--- src/rtl/family_seq_pkg.sv ---
package family_seq_pkg;
  typedef enum logic [2:0] {
    ST_IDLE   = 3'd0,
    ST_SETTLE = 3'd1,
    ST_PRST   = 3'd2,
    ST_LOCKW  = 3'd3,
    ST_REL    = 3'd4,
    ST_HOLD   = 3'd5
  } seq_state_e;
endpackage

--- src/rtl/seq_timer.sv ---
module seq_timer #(
  parameter int W = 4
) (
  input  logic         clk,
  input  logic         rst_n,
  input  logic         clr,
  input  logic         inc,
  output logic [W-1:0] cnt
);
  always_ff @(posedge clk or negedge rst_n) begin
    if (!rst_n)   cnt <= '0;
    else if (clr) cnt <= '0;
    else if (inc) cnt <= cnt + 1'b1;
  end
endmodule

--- src/rtl/family_seq_fsm.sv ---
module family_seq_fsm
  import family_seq_pkg::*;
#(
  parameter int OSC_TICKS  = 300,
  parameter int LOCK_TICKS = 200,
  parameter int RST_CYCLES = 16,
  parameter int W          = 9
) (
  input  logic         clk,
  input  logic         rst_n,
  input  logic         req_i,
  input  logic         lock_i,
  input  logic         skip_rst_i,
  input  logic         tick_i,
  input  logic [W-1:0] cnt,
  output logic         clr,
  output logic         inc,
  output logic         mute_o,
  output logic         pll_rst_o,
  output logic         busy_o
);
  localparam logic [W-1:0] OSC_LAST  = W'(OSC_TICKS - 1);
  localparam logic [W-1:0] LOCK_LAST = W'(LOCK_TICKS - 1);
  localparam logic [W-1:0] RST_LAST  = W'(RST_CYCLES - 1);

  seq_state_e st, st_n;
  logic retry, retry_n;

  always_ff @(posedge clk or negedge rst_n) begin
    if (!rst_n) begin
      st    <= ST_IDLE;
      retry <= 1'b0;
    end else begin
      st    <= st_n;
      retry <= retry_n;
    end
  end

  always_comb begin
    st_n    = st;
    retry_n = retry;
    clr     = 1'b0;
    inc     = 1'b0;
    if (req_i) begin
      st_n    = ST_SETTLE;
      clr     = 1'b1;
      retry_n = 1'b0;
    end else begin
      unique case (st)
        ST_SETTLE: if (tick_i) begin
          if (cnt == OSC_LAST) begin
            clr  = 1'b1;
            st_n = skip_rst_i ? ST_REL : ST_PRST;
          end else inc = 1'b1;
        end
        ST_PRST: begin
          if (cnt == RST_LAST) begin
            clr  = 1'b1;
            st_n = ST_LOCKW;
          end else inc = 1'b1;
        end
        ST_LOCKW: begin
          if (lock_i) begin
            clr  = 1'b1;
            st_n = ST_REL;
          end else if (tick_i) begin
            if (cnt == LOCK_LAST) begin
              clr = 1'b1;
              if (retry) st_n = ST_HOLD;
              else begin
                st_n    = ST_PRST;
                retry_n = 1'b1;
              end
            end else inc = 1'b1;
          end
        end
        ST_REL:  st_n = ST_IDLE;
        default: ;
      endcase
    end
  end

  assign mute_o    = (st != ST_IDLE) && (st != ST_REL);
  assign pll_rst_o = (st == ST_PRST);
  assign busy_o    = (st == ST_SETTLE) || (st == ST_PRST) || (st == ST_LOCKW) || (st == ST_REL);


  req_mutes_chk: assert property (@(posedge clk) disable iff (!rst_n) req_i |=> (mute_o && busy_o));

  rst_under_mute_chk: assert property (@(posedge clk) disable iff (!rst_n) pll_rst_o |-> mute_o);

  rst_after_wait_chk: assert property (@(posedge clk) disable iff (!rst_n)
    $rose(pll_rst_o) |-> ($past(st) == ST_SETTLE || $past(st) == ST_LOCKW));

  skip_no_rst_chk: assert property (@(posedge clk) disable iff (!rst_n) $rose(pll_rst_o) |-> !$past(skip_rst_i));

  hold_stays_chk: assert property (@(posedge clk) disable iff (!rst_n) (st == ST_HOLD && !req_i) |=> (mute_o && !busy_o));
endmodule

--- src/rtl/family_mute_seq.sv ---
module family_mute_seq #(
  parameter int OSC_TICKS  = 300,
  parameter int LOCK_TICKS = 200,
  parameter int RST_CYCLES = 16
) (
  input  logic clk,
  input  logic rst_n,
  input  logic req_i,
  input  logic lock_i,
  input  logic skip_rst_i,
  input  logic tick_i,
  output logic mute_o,
  output logic pll_rst_o,
  output logic busy_o
);
  localparam int MAX_AB = (OSC_TICKS > LOCK_TICKS) ? OSC_TICKS : LOCK_TICKS;
  localparam int MAX_V  = (MAX_AB > RST_CYCLES) ? MAX_AB : RST_CYCLES;
  localparam int W      = $clog2(MAX_V + 1);

  logic [W-1:0] cnt;
  logic clr, inc;

  seq_timer #(.W(W)) u_timer (
    .clk(clk), .rst_n(rst_n), .clr(clr), .inc(inc), .cnt(cnt)
  );

  family_seq_fsm #(
    .OSC_TICKS(OSC_TICKS), .LOCK_TICKS(LOCK_TICKS), .RST_CYCLES(RST_CYCLES), .W(W)
  ) u_fsm (
    .clk(clk), .rst_n(rst_n), .req_i(req_i), .lock_i(lock_i),
    .skip_rst_i(skip_rst_i), .tick_i(tick_i), .cnt(cnt),
    .clr(clr), .inc(inc), .mute_o(mute_o), .pll_rst_o(pll_rst_o), .busy_o(busy_o)
  );
endmodule

--- config.mk ---
export PLATFORM = sky130hd
export DESIGN_NAME = family_mute_seq
export DESIGN_NICKNAME = d
export VERILOG_FILES = /design/src/rtl/family_seq_pkg.sv /design/src/rtl/seq_timer.sv /design/src/rtl/family_seq_fsm.sv /design/src/rtl/family_mute_seq.sv
export SDC_FILE = /design/constraint.sdc
export NUM_CORES = 1
export LEC_CHECK = 0
export BUFFER_PORTS_ARGS = -buffer_cell sky130_fd_sc_hd__buf_2
export CAP_MARGIN = 20
export CORE_MARGIN = 3
export CORE_UTILIZATION = 64
export CTS_BUF_LIST = sky130_fd_sc_hd__clkbuf_4
export DETAILED_ROUTE_END_ITERATION = 10
export PLACE_DENSITY = 0.95
export SLEW_MARGIN = 20
export SYNTH_ARGS = -nofsm -noshare
export SYNTH_HDL_FRONTEND = slang
export SYNTH_SLANG_ARGS = --single-unit
--- constraint.sdc ---
create_clock -name clk -period 5.6 [get_ports clk]
set_input_delay 1.68 -clock clk [delete_from_list [all_inputs] [get_ports clk]]
set_output_delay 1.68 -clock clk [all_outputs]
set_load 0.02 [all_outputs]
==> run_results.csv, run 1 <==
group,metric,value,unit
global_route,grt_usage,24.8,%
pwr,p_seq_share,50.1,%
final_layout,n_antenna_cell,0,
synth,synth_area_per_cell,9.30,um2
routing,ant_nets,0,
clocking,cts_max_level,1,
timing,clock_skew,4.76,ps
worst_setup_path,critPathTopFamily,"flip-flops",
final_layout,regArea,325,um2
placed_design,gp_congestion,0.915,
synth,ys_warn_count,0,
routing,drt_iter0_markers,22,
worst_setup_path,crit_buf_inv,1,
synth,async_flop_share,100,%
synth,syn-cell-area,930,um2
final_layout,utilization,75.4,%
clocking,cts_resized,0,
worst_setup_path,cp_slowest_stage_delay,520,ps
final_layout,fin_cells,125,
floorplanning,die_area,1950,um2
clocking,cts_num_sinks,13,
final_layout,fin_nets,118,
worst_setup_path,start_kind,"register",
pwr,p_int,147,uW
global_route,grt-ovfl-total,0,
floorplanning,core.rowCount,13,
synth,yosysSeqAreaShare,35.0,%
job,maxCapViolations,0,
routing,via_per_inst,6.34,
clocking,path_clk_slew,80,ps
final_layout,final_area,1010,um2
floorplanning,start_util,69.7,%
hold_path,hold-path-endpoint,"u_fsm.retry",
synth,synth_nets,107,
final_layout,n_fill_cell,93,
floorplanning,coreArea,1330,um2
global_route,grt_first_pass_wirelength,3.46,mm
routing,remaining_drc_errors,0,
placed_design,dp_hpwl,1.53,mm
final_layout,mostFrequentLayoutCells,"dfrtp_1 (13), nor2_1 (12), inv_1 (8), buf_2 (8)",
worst_setup_path,worst_path_max_delay_cell,"dfrtp_1",
hold_path,hold_depth,2,
timing,slew_viol_final,0,
worst_setup_path,crit_fanout,11,
worst_setup_path,cp_data_arrival_time,1370,ps
timing,period_share,54.5,%
timing,post-route-min-period,3050,ps
clocking,cts_setup_buffers,0,
hold_path,hold_path.class,"reg2reg",
worst_setup_path,reg2reg_to,"u_timer.cnt[5]",
pwr,p_leak,0.404,nW
placed_design,io_buffers,8,
final_layout,multiInputGateArea,562,um2
timing,timing.setup.tns,0,ps
timing,hold_viol,0,
timing,fmax,0.328,GHz
timing,worst_pin_slew,458,ps
worst_setup_path,reg2reg_from,"u_timer.cnt[0]",
synth,synth-seq-cells,13,
timing,rsz0062_at_grt,"false",
synth,synthFlopType,"dfrtp_1",
clocking,cts_buffers,3,
pwr,power_frac_comb,19.7,%
pwr,p_sw_share,29.9,%
worst_setup_path,worstPathRequired,3920,ps
worst_setup_path,crit_type,"reg2out",
worst_setup_path,r2r_slack,3560,ps
routing,wl_per_cell,16.1,um
clocking,cts_tree,"built",
pwr,power_switching,62.9,uW
hold_path,min_from,"u_fsm.retry",
floorplanning,boundaryPins,9,
timing,finalSetupViolations,0,
floorplanning,dieHeight,44.1,um
outcome,run_status,"completed",
worst_setup_path,cp_cell_sequence,"nor3b_2, buf_2",
synth,synthCells,100,
placed_design,dp.cells,121,
global_route,antenna_found_initial,0,
final_layout,area.growth.synth_to_final,8.21,%
clocking,cts_buffer_depth,2,
timing,max-slew-margin-rel,69.5,%
final_layout,layout-drive-gt1-share,21.8,%
pwr,ir_drop,0.160,mV
routing,dr.pass1.iters,4,
worst_setup_path,crit_path_end_kind,"primary output",
floorplanning,die_w,44.1,um
clocking,cts_hold_buf,0,
final_layout,final_common_cell,"dfrtp_1",
pwr,p_clk_share,30.2,%
synth,synth.distinct_cells,36,
global_route,grt_max_degree,14,
global_route,grt_pass1_vias,783,
routing,routed-via-count,792,
worst_setup_path,worstRegToRegCells,6,
routing,drt-total-wl,2.01,mm
synth,synth_edf_count,0,
clocking,cts_root_buf,"clkbuf_4",
worst_setup_path,worst-path-stages,2,
placed_design,placed_cell_area,976,um2
pwr,power_per_cell_area,209,nW/um2
clocking,clk_latency,280,ps
## cells by family (layout without fill, tap and decap cells)
group | count (synthesis) | count (layout) | synth area share [%]
multiplexers | 2 | 2 | 2.15
AND/OR/NAND/NOR | 42 | 42 | 27.9
XOR/XNOR | 7 | 7 | 6.60
buffers and inverters | 10 | 20 | 4.58
AO/OA/AOI/OAI | 25 | 25 | 22.5
flip-flops | 13 | 13 | 35.0
adder cells (fa/ha/maj) | 1 | 1 | 1.35
## registers in the layout (all words and copies together), names as in the netlist
name / cells
u_fsm.st: 3
u_fsm.retry: 1
u_timer.cnt: 9
## per-layer routing
| metal | part of all wire [%] | up-vias | global-route usage, % |
|---|---|---|---|
| met4 | 2.1 | 0 | 15.7 |
| met5 | 0 | - | 0 |
| met2 | 50 | 18 | 40.4 |
| met3 | 3.3 | 5 | 2.44 |
| li1 | - | 387 | - |
| met1 | 45 | 382 | 31.3 |
## synth_stat cells, types with 2 or more instances
library cell	instances	area, um2
a21oi_1	6	30.0
a311oi_1	2	17.5
a31o_2	2	17.5
a31oi_1	4	25.0
and3b_1	2	17.5
dfrtp_1	13	325
inv_1	8	30.0
mux2i_1	2	20.0
nand2_1	7	26.3
nand3_1	5	25.0
nand4bb_1	2	22.5
nor2_1	12	45.0
nor2b_1	3	18.8
nor3_1	3	15.0
o21ai_0	2	10.0
xnor2_1	7	61.3
## power by group through the flow
stage	Sequential [mW]	Clock (mW)	Combinational, mW
after floorplan	0.104	0	0.0306
after global placement	0.106	0	0.0390
after detailed placement	0.107	0	0.0413
after CTS	0.105	0.0650	0.0417
after global routing	0.106	0.0687	0.0459
final	0.105	0.0635	0.0415
## per-stage QoR
stage | total power, mW | setup WS, ps | hold WS [ps]
global route | 0.221 | 2460 | 611
finish | 0.210 | 2550 | 569
floorplan | 0.135 | 2720 | 479
detailed placement | 0.148 | 2490 | 541
CTS | 0.212 | 2560 | 559
global placement | 0.145 | 2550 | 514
## worst min-delay path: stages, from the launching register on
cell     delay, ps
dfrtp_1        380
a21oi_1         60
nor2_1          90
## area by class of cell
class	instances	share of cell area, %
Clock buffer	4	2.99
Inverter	8	2.99
Multi-Input combinational cell	77	55.8
Sequential cell	13	32.3
Tap cell	15	1.87
Timing Repair Buffer	8	3.98
## worst max path at each step
stage	from	slack, ps	endpoint
floorplan	lock_i	2720	u_timer.cnt[5]
global placement	lock_i	2550	u_timer.cnt[5]
detailed placement	lock_i	2490	u_timer.cnt[5]
CTS	u_fsm.st[1]	2560	busy_o
global route	u_fsm.st[1]	2460	busy_o
finish	u_fsm.st[1]	2550	pll_rst_o
Note: power is estimated with default switching activity, not from simulation.
==> run 2: changes to the inputs <==
- CORE_UTILIZATION: 64 -> 60
- PLACE_DENSITY: 0.95 -> 0.92
- clock period: 5.6 -> 2.9 ns (I/O delays scaled with it)
==> run 2 against run 1 <==
Count of clock-buffer cells in the layout unchanged. Combinational power increased by 94%. Setup slack got worse by 1900 ps. Design area unchanged. Clock power increased by 89%. Non-clock buffer count unchanged. Cell count unchanged. Hold slack got worse by 100 ps. Largest cell class unchanged.
==> run_results.csv, run 2 (synthesis gave the netlist of run 1 again) <==
group,metric,value,unit
outcome,run_status,"completed",
clocking,cts_hold_buf,0,
routing,drt-total-wl,2.05,mm
timing,worst_pin_slew,497,ps
global_route,grt_first_pass_wirelength,3.32,mm
clocking,cts_buffers,3,
routing,routed-via-count,830,
pwr,p_sw_share,29.5,%
global_route,antenna_found_initial,0,
final_layout,final_area,1010,um2
routing,dr.pass1.iters,4,
final_layout,largestRegisters,"u_timer.cnt x9, u_fsm.st x3, u_fsm.retry x1",
timing,max-slew-margin-rel,66.9,%
hold_path,hold_path.class,"in2async",
worst_setup_path,r2r_slack,840,ps
timing,period_share,77.4,%
global_route,grt_usage,22.5,%
clocking,cts_setup_buffers,0,
worst_setup_path,crit_fanout,11,
clocking,cts_root_buf,"clkbuf_4",
pwr,power_switching,119,uW
global_route,use_met1,28.4,%
final_layout,multiInputGateArea,562,um2
worst_setup_path,worstPathRequired,2030,ps
placed_design,gp_congestion,0.873,
floorplanning,start_util,67.2,%
final_layout,largest_register_ffs,9,
final_layout,layout-drive-gt1-share,21.8,%
floorplanning,coreArea,1380,um2
clocking,cts_buffer_depth,2,
timing,clock_skew,3.97,ps
final_layout,n_antenna_cell,0,
pwr,ir_drop,0.247,mV
global_route,busiest_layer,"met2",
floorplanning,die_w,45.4,um
pwr,p_int,284,uW
worst_setup_path,cp_data_arrival_time,1380,ps
final_layout,n_fill_cell,99,
routing,drt_iter0_markers,39,
global_route,grt_util_met3,3.19,%
clocking,path_clk_slew,80,ps
placed_design,placed_cell_area,976,um2
routing,wl_per_cell,16.4,um
pwr,power_frac_comb,20.0,%
placed_design,dp_hpwl,1.58,mm
floorplanning,die_area,2060,um2
timing,setup_ws,654,ps
clocking,cts_num_sinks,13,
timing,finalSetupViolations,0,
clocking,cts_resized,0,
clocking,cts_tree,"built",
timing,hold_viol,0,
clocking,cts_max_level,1,
pwr,p_clk_share,29.7,%
routing,ant_nets,0,
final_layout,utilization,72.8,%
final_layout,regArea,325,um2
placed_design,io_buffers,8,
routing,via_per_inst,6.64,
floorplanning,boundaryPins,9,
timing,fmax,0.445,GHz
final_layout,final_common_cell,"dfrtp_1",
timing,post-route-min-period,2250,ps
floorplanning,core.rowCount,13,
global_route,grt_max_degree,14,
pwr,p_seq_share,50.3,%
final_layout,fin_cells,125,
worst_setup_path,crit_type,"reg2out",
pwr,power_per_cell_area,401,nW/um2
clocking,clk_latency,270,ps
final_layout,top_register,"u_timer.cnt",
final_layout,fin_nets,118,
pwr,p_leak,0.404,nW
timing,rsz0062_at_grt,"false",
global_route,grt_pass1_vias,784,
worst_setup_path,start_kind,"register",
placed_design,dp.cells,121,
final_layout,area.growth.synth_to_final,8.21,%
timing,slew_viol_final,0,
job,maxCapViolations,0,
worst_setup_path,crit_path_end_kind,"primary output",
placed_design,pre_cts_slack,597,ps
timing,timing.setup.tns,0,ps
floorplanning,dieHeight,45.4,um
final_layout,mostFrequentLayoutCells,"dfrtp_1 (13), nor2_1 (12), inv_1 (8), buf_2 (8)",
global_route,use_met2,38.1,%
global_route,grt-ovfl-total,0,
routing,remaining_drc_errors,0,
-- run 2: power groups by stage --
stage / logic, mW / clock network (mW) / registers, mW
2_1_floorplan: 0.0591 / 0 / 0.201
3_3_place_gp: 0.0756 / 0 / 0.205
3_5_place_dp: 0.0807 / 0 / 0.206
4_1_cts: 0.0811 / 0.118 / 0.202
5_1_grt: 0.0877 / 0.127 / 0.205
6_report: 0.0807 / 0.120 / 0.203
-- run 2: area by class of cell --
| type | instances | area share [%] |
|---|---|---|
| clock buffer | 4 | 2.99 |
| inverter | 8 | 2.99 |
| multi-input combinational | 77 | 55.8 |
| tap | 15 | 1.87 |
| timing repair buffer | 8 | 3.98 |
| sequential | 13 | 32.3 |
-- run 2: worst paths after layout --
| check | startpoint | endpoint | cells after the start |
|---|---|---|---|
| min in group clk | u_timer.cnt[1] | u_timer.cnt[1] | 2 |
| max in group asynchronous | rst_n | u_fsm.st[0] | 1 |
| worst max register to register | u_timer.cnt[0] | u_timer.cnt[5] | 6 |
| worst min register to register | u_timer.cnt[1] | u_timer.cnt[1] | 2 |
| worst min-delay path | rst_n | u_timer.cnt[3] | 1 |
| worst max-delay path | u_fsm.st[1] | pll_rst_o | 2 |
-- run 2: critical path, stage by stage (launching register included) --
cell and delay (ps):
dfrtp_1 520, nor3b_2 360, buf_2 230
-- run 2: through the flow --
| stage | power (mW) | hold WS (ps) |
|---|---|---|
| 6_report | 0.403 | 464 |
| 5_1_grt | 0.419 | 470 |
| 4_1_cts | 0.401 | 479 |
| 3_5_place_dp | 0.287 | 558 |
| 3_3_place_gp | 0.281 | 520 |
| 2_1_floorplan | 0.260 | 479 |
-- run 2: per-layer routing --
metal / wire [um] / vias to the layer above
met4: 29 / 0
met3: 130 / 8
met2: 1040 / 44
li1: - / 386
met1: 854 / 392
met5: 0 / -
==> run 3: changes to the inputs <==
- CORE_UTILIZATION: 60 -> 54
- PLACE_DENSITY: 0.92 -> 0.88
- clock period: 2.9 -> 1.95 ns (I/O delays scaled with it)
==> run 3 against run 2 <==
Setup slack worse by 590 ps. Critical endpoint unchanged. Largest cell class unchanged. Sequential share of layout area down 2.9 points. Routed wire length rose by 5.4%. Die area up 9.6%. Cell count increased by 8.0%. Critical path type unchanged.
==> run_results.csv, run 3 (synthesis gave the netlist of run 1 again) <==
group,metric,value,unit
worst_setup_path,crit_path_end_kind,"primary output",
final_layout,largest_register_ffs,9,
placed_design,gp_congestion,0.860,
final_layout,multiInputGateArea,599,um2
pwr,p_leak,0.446,nW
timing,max-slew-margin-rel,63.6,%
job,maxCapViolations,0,
hold_path,hold_path.class,"in2async",
placed_design,dp.cells,130,
floorplanning,core.rowCount,14,
worst_setup_path,cp_slowest_stage_delay,470,ps
final_layout,fin_nets,127,
final_layout,top_register,"u_timer.cnt",
floorplanning,coreArea,1560,um2
floorplanning,boundaryPins,9,
routing,drt-total-wl,2.16,mm
routing,routed-via-count,844,
clocking,cts_buffer_depth,2,
floorplanning,die_w,47.5,um
final_layout,largestRegisters,"u_timer.cnt x9, u_fsm.st x3, u_fsm.retry x1",
global_route,grt_pass1_vias,717,
final_layout,n_antenna_cell,0,
timing,hold_viol,0,
worst_setup_path,cp_cell_sequence,"nor3b_2, buf_4, buf_2",
timing,period_share,96.5,%
clocking,path_clk_slew,80,ps
final_layout,area.growth.synth_to_final,20.1,%
routing,remaining_drc_errors,0,
final_layout,utilization,71.6,%
final_layout,mostFrequentLayoutCells,"nor2_1 (11), dfrtp_1 (10), buf_4 (9), inv_1 (8), buf_2 (8)",
timing,clock_skew,5.59,ps
worst_setup_path,worstPathRequired,1360,ps
timing,timing.setup.tns,0,ps
clocking,cts_tree,"built",
clocking,cts_num_sinks,13,
routing,drt_iter0_markers,18,
global_route,antenna_found_initial,0,
clocking,cts_root_buf,"clkbuf_4",
worst_setup_path,crit_buf_inv,2,
pwr,power_frac_comb,22.9,%
timing,worst_pin_slew,545,ps
global_route,grt-ovfl-total,0,
floorplanning,die_area,2260,um2
pwr,power_switching,183,uW
clocking,cts_buffers,3,
worst_setup_path,cp_data_arrival_time,1300,ps
worst_setup_path,start_kind,"register",
pwr,p_sw_share,29.3,%
worst_setup_path,crit_fanout,8,
worst_setup_path,worst_path_max_delay_cell,"dfrtp_2",
clocking,cts_max_level,1,
floorplanning,dieHeight,47.5,um
routing,routed.top_layer,"met4",
pwr,p_clk_share,28.8,%
pwr,p_seq_share,48.2,%
worst_setup_path,critPathTopFamily,"flip-flops",
pwr,power_per_cell_area,560,nW/um2
global_route,grt_max_degree,14,
global_route,grt_usage,22.1,%
placed_design,dp_hpwl,1.50,mm
timing,fmax,0.531,GHz
final_layout,fin_cells,135,
routing,via_per_inst,6.25,
timing,slew_viol_final,0,
timing,finalSetupViolations,0,
floorplanning,start_util,59.6,%
pwr,ir_drop,0.408,mV
timing,post-route-min-period,1880,ps
routing,dr.pass1.iters,5,
routing,dr_wl_met2,995,um
worst_setup_path,crit_type,"reg2out",
final_layout,n_fill_cell,100,
clocking,clk_latency,280,ps
outcome,run_status,"completed",
routing,ant_nets,0,
routing,wl_met3,171,um
final_layout,layout-drive-gt1-share,33.6,%
timing,rsz0062_at_grt,"false",
routing,wl_per_cell,16.0,um
routing,wl_met1,941,um
placed_design,io_buffers,8,
final_layout,final_common_cell,"nor2_1",
pwr,p_int,442,uW
final_layout,regArea,329,um2
global_route,grt_first_pass_wirelength,3.39,mm
## run 3: cell count changes in the layout (fill, tap and decap cells not counted), sizes merged
cell and change:
buf +9
## run 3: final timing paths
kind,startpoint,endpoint,slack (ps),cells after the start
min in group clk,req_i,u_fsm.st[2],500,2
min,rst_n,u_timer.cnt[7],170,1
max,u_fsm.st[0],pll_rst_o,70,3
max in group asynchronous,rst_n,u_fsm.st[2],1530,1
max reg2reg,u_timer.cnt[1],u_timer.cnt[5],90,6
min reg2reg,u_timer.cnt[1],u_timer.cnt[1],570,2
## run 3: metal layers
layer  track usage, %  up-vias
met5                0        -
met4             9.94        0
met3             4.51        7
met2             32.6       40
met1             31.0      396
li1                 -      401
## run 3: repair_timing
action | in CTS | in global routing
pin swaps | 0 | 1
setup endpoints to repair | 3 | 10
setup buffers | 0 | 1
hold buffers | 0 | 0
gates resized for setup | 2 | 7
## run 3: power groups by stage
| stage | Clock (mW) | Sequential (mW) | Combinational (mW) |
|---|---|---|---|
| global placement | 0 | 0.306 | 0.123 |
| detailed placement | 0 | 0.306 | 0.128 |
| CTS | 0.187 | 0.301 | 0.130 |
| floorplan | 0 | 0.299 | 0.0879 |
| global route | 0.199 | 0.304 | 0.158 |
| finish | 0.180 | 0.301 | 0.143 |
## run 3: area by class of cell
| cell class | instances | share of cell area, % |
|---|---|---|
| Timing Repair Buffer | 17 | 9.64 |
| Sequential cell | 13 | 29.5 |
| Clock buffer | 4 | 2.69 |
| Inverter | 8 | 2.69 |
| Multi-Input combinational cell | 77 | 53.7 |
| Tap cell | 16 | 1.79 |
## run 3: through the flow
step	hold slack [ps]	area [um2]	power [mW]	setup WS [ps]
6_report	170	1120	0.625	67.5
5_1_grt	195	1120	0.661	12.9
4_1_cts	175	1080	0.618	5.67
3_5_place_dp	482	1040	0.434	-11.1
3_3_place_gp	479	1040	0.428	33.3
2_1_floorplan	289	930	0.387	42.7
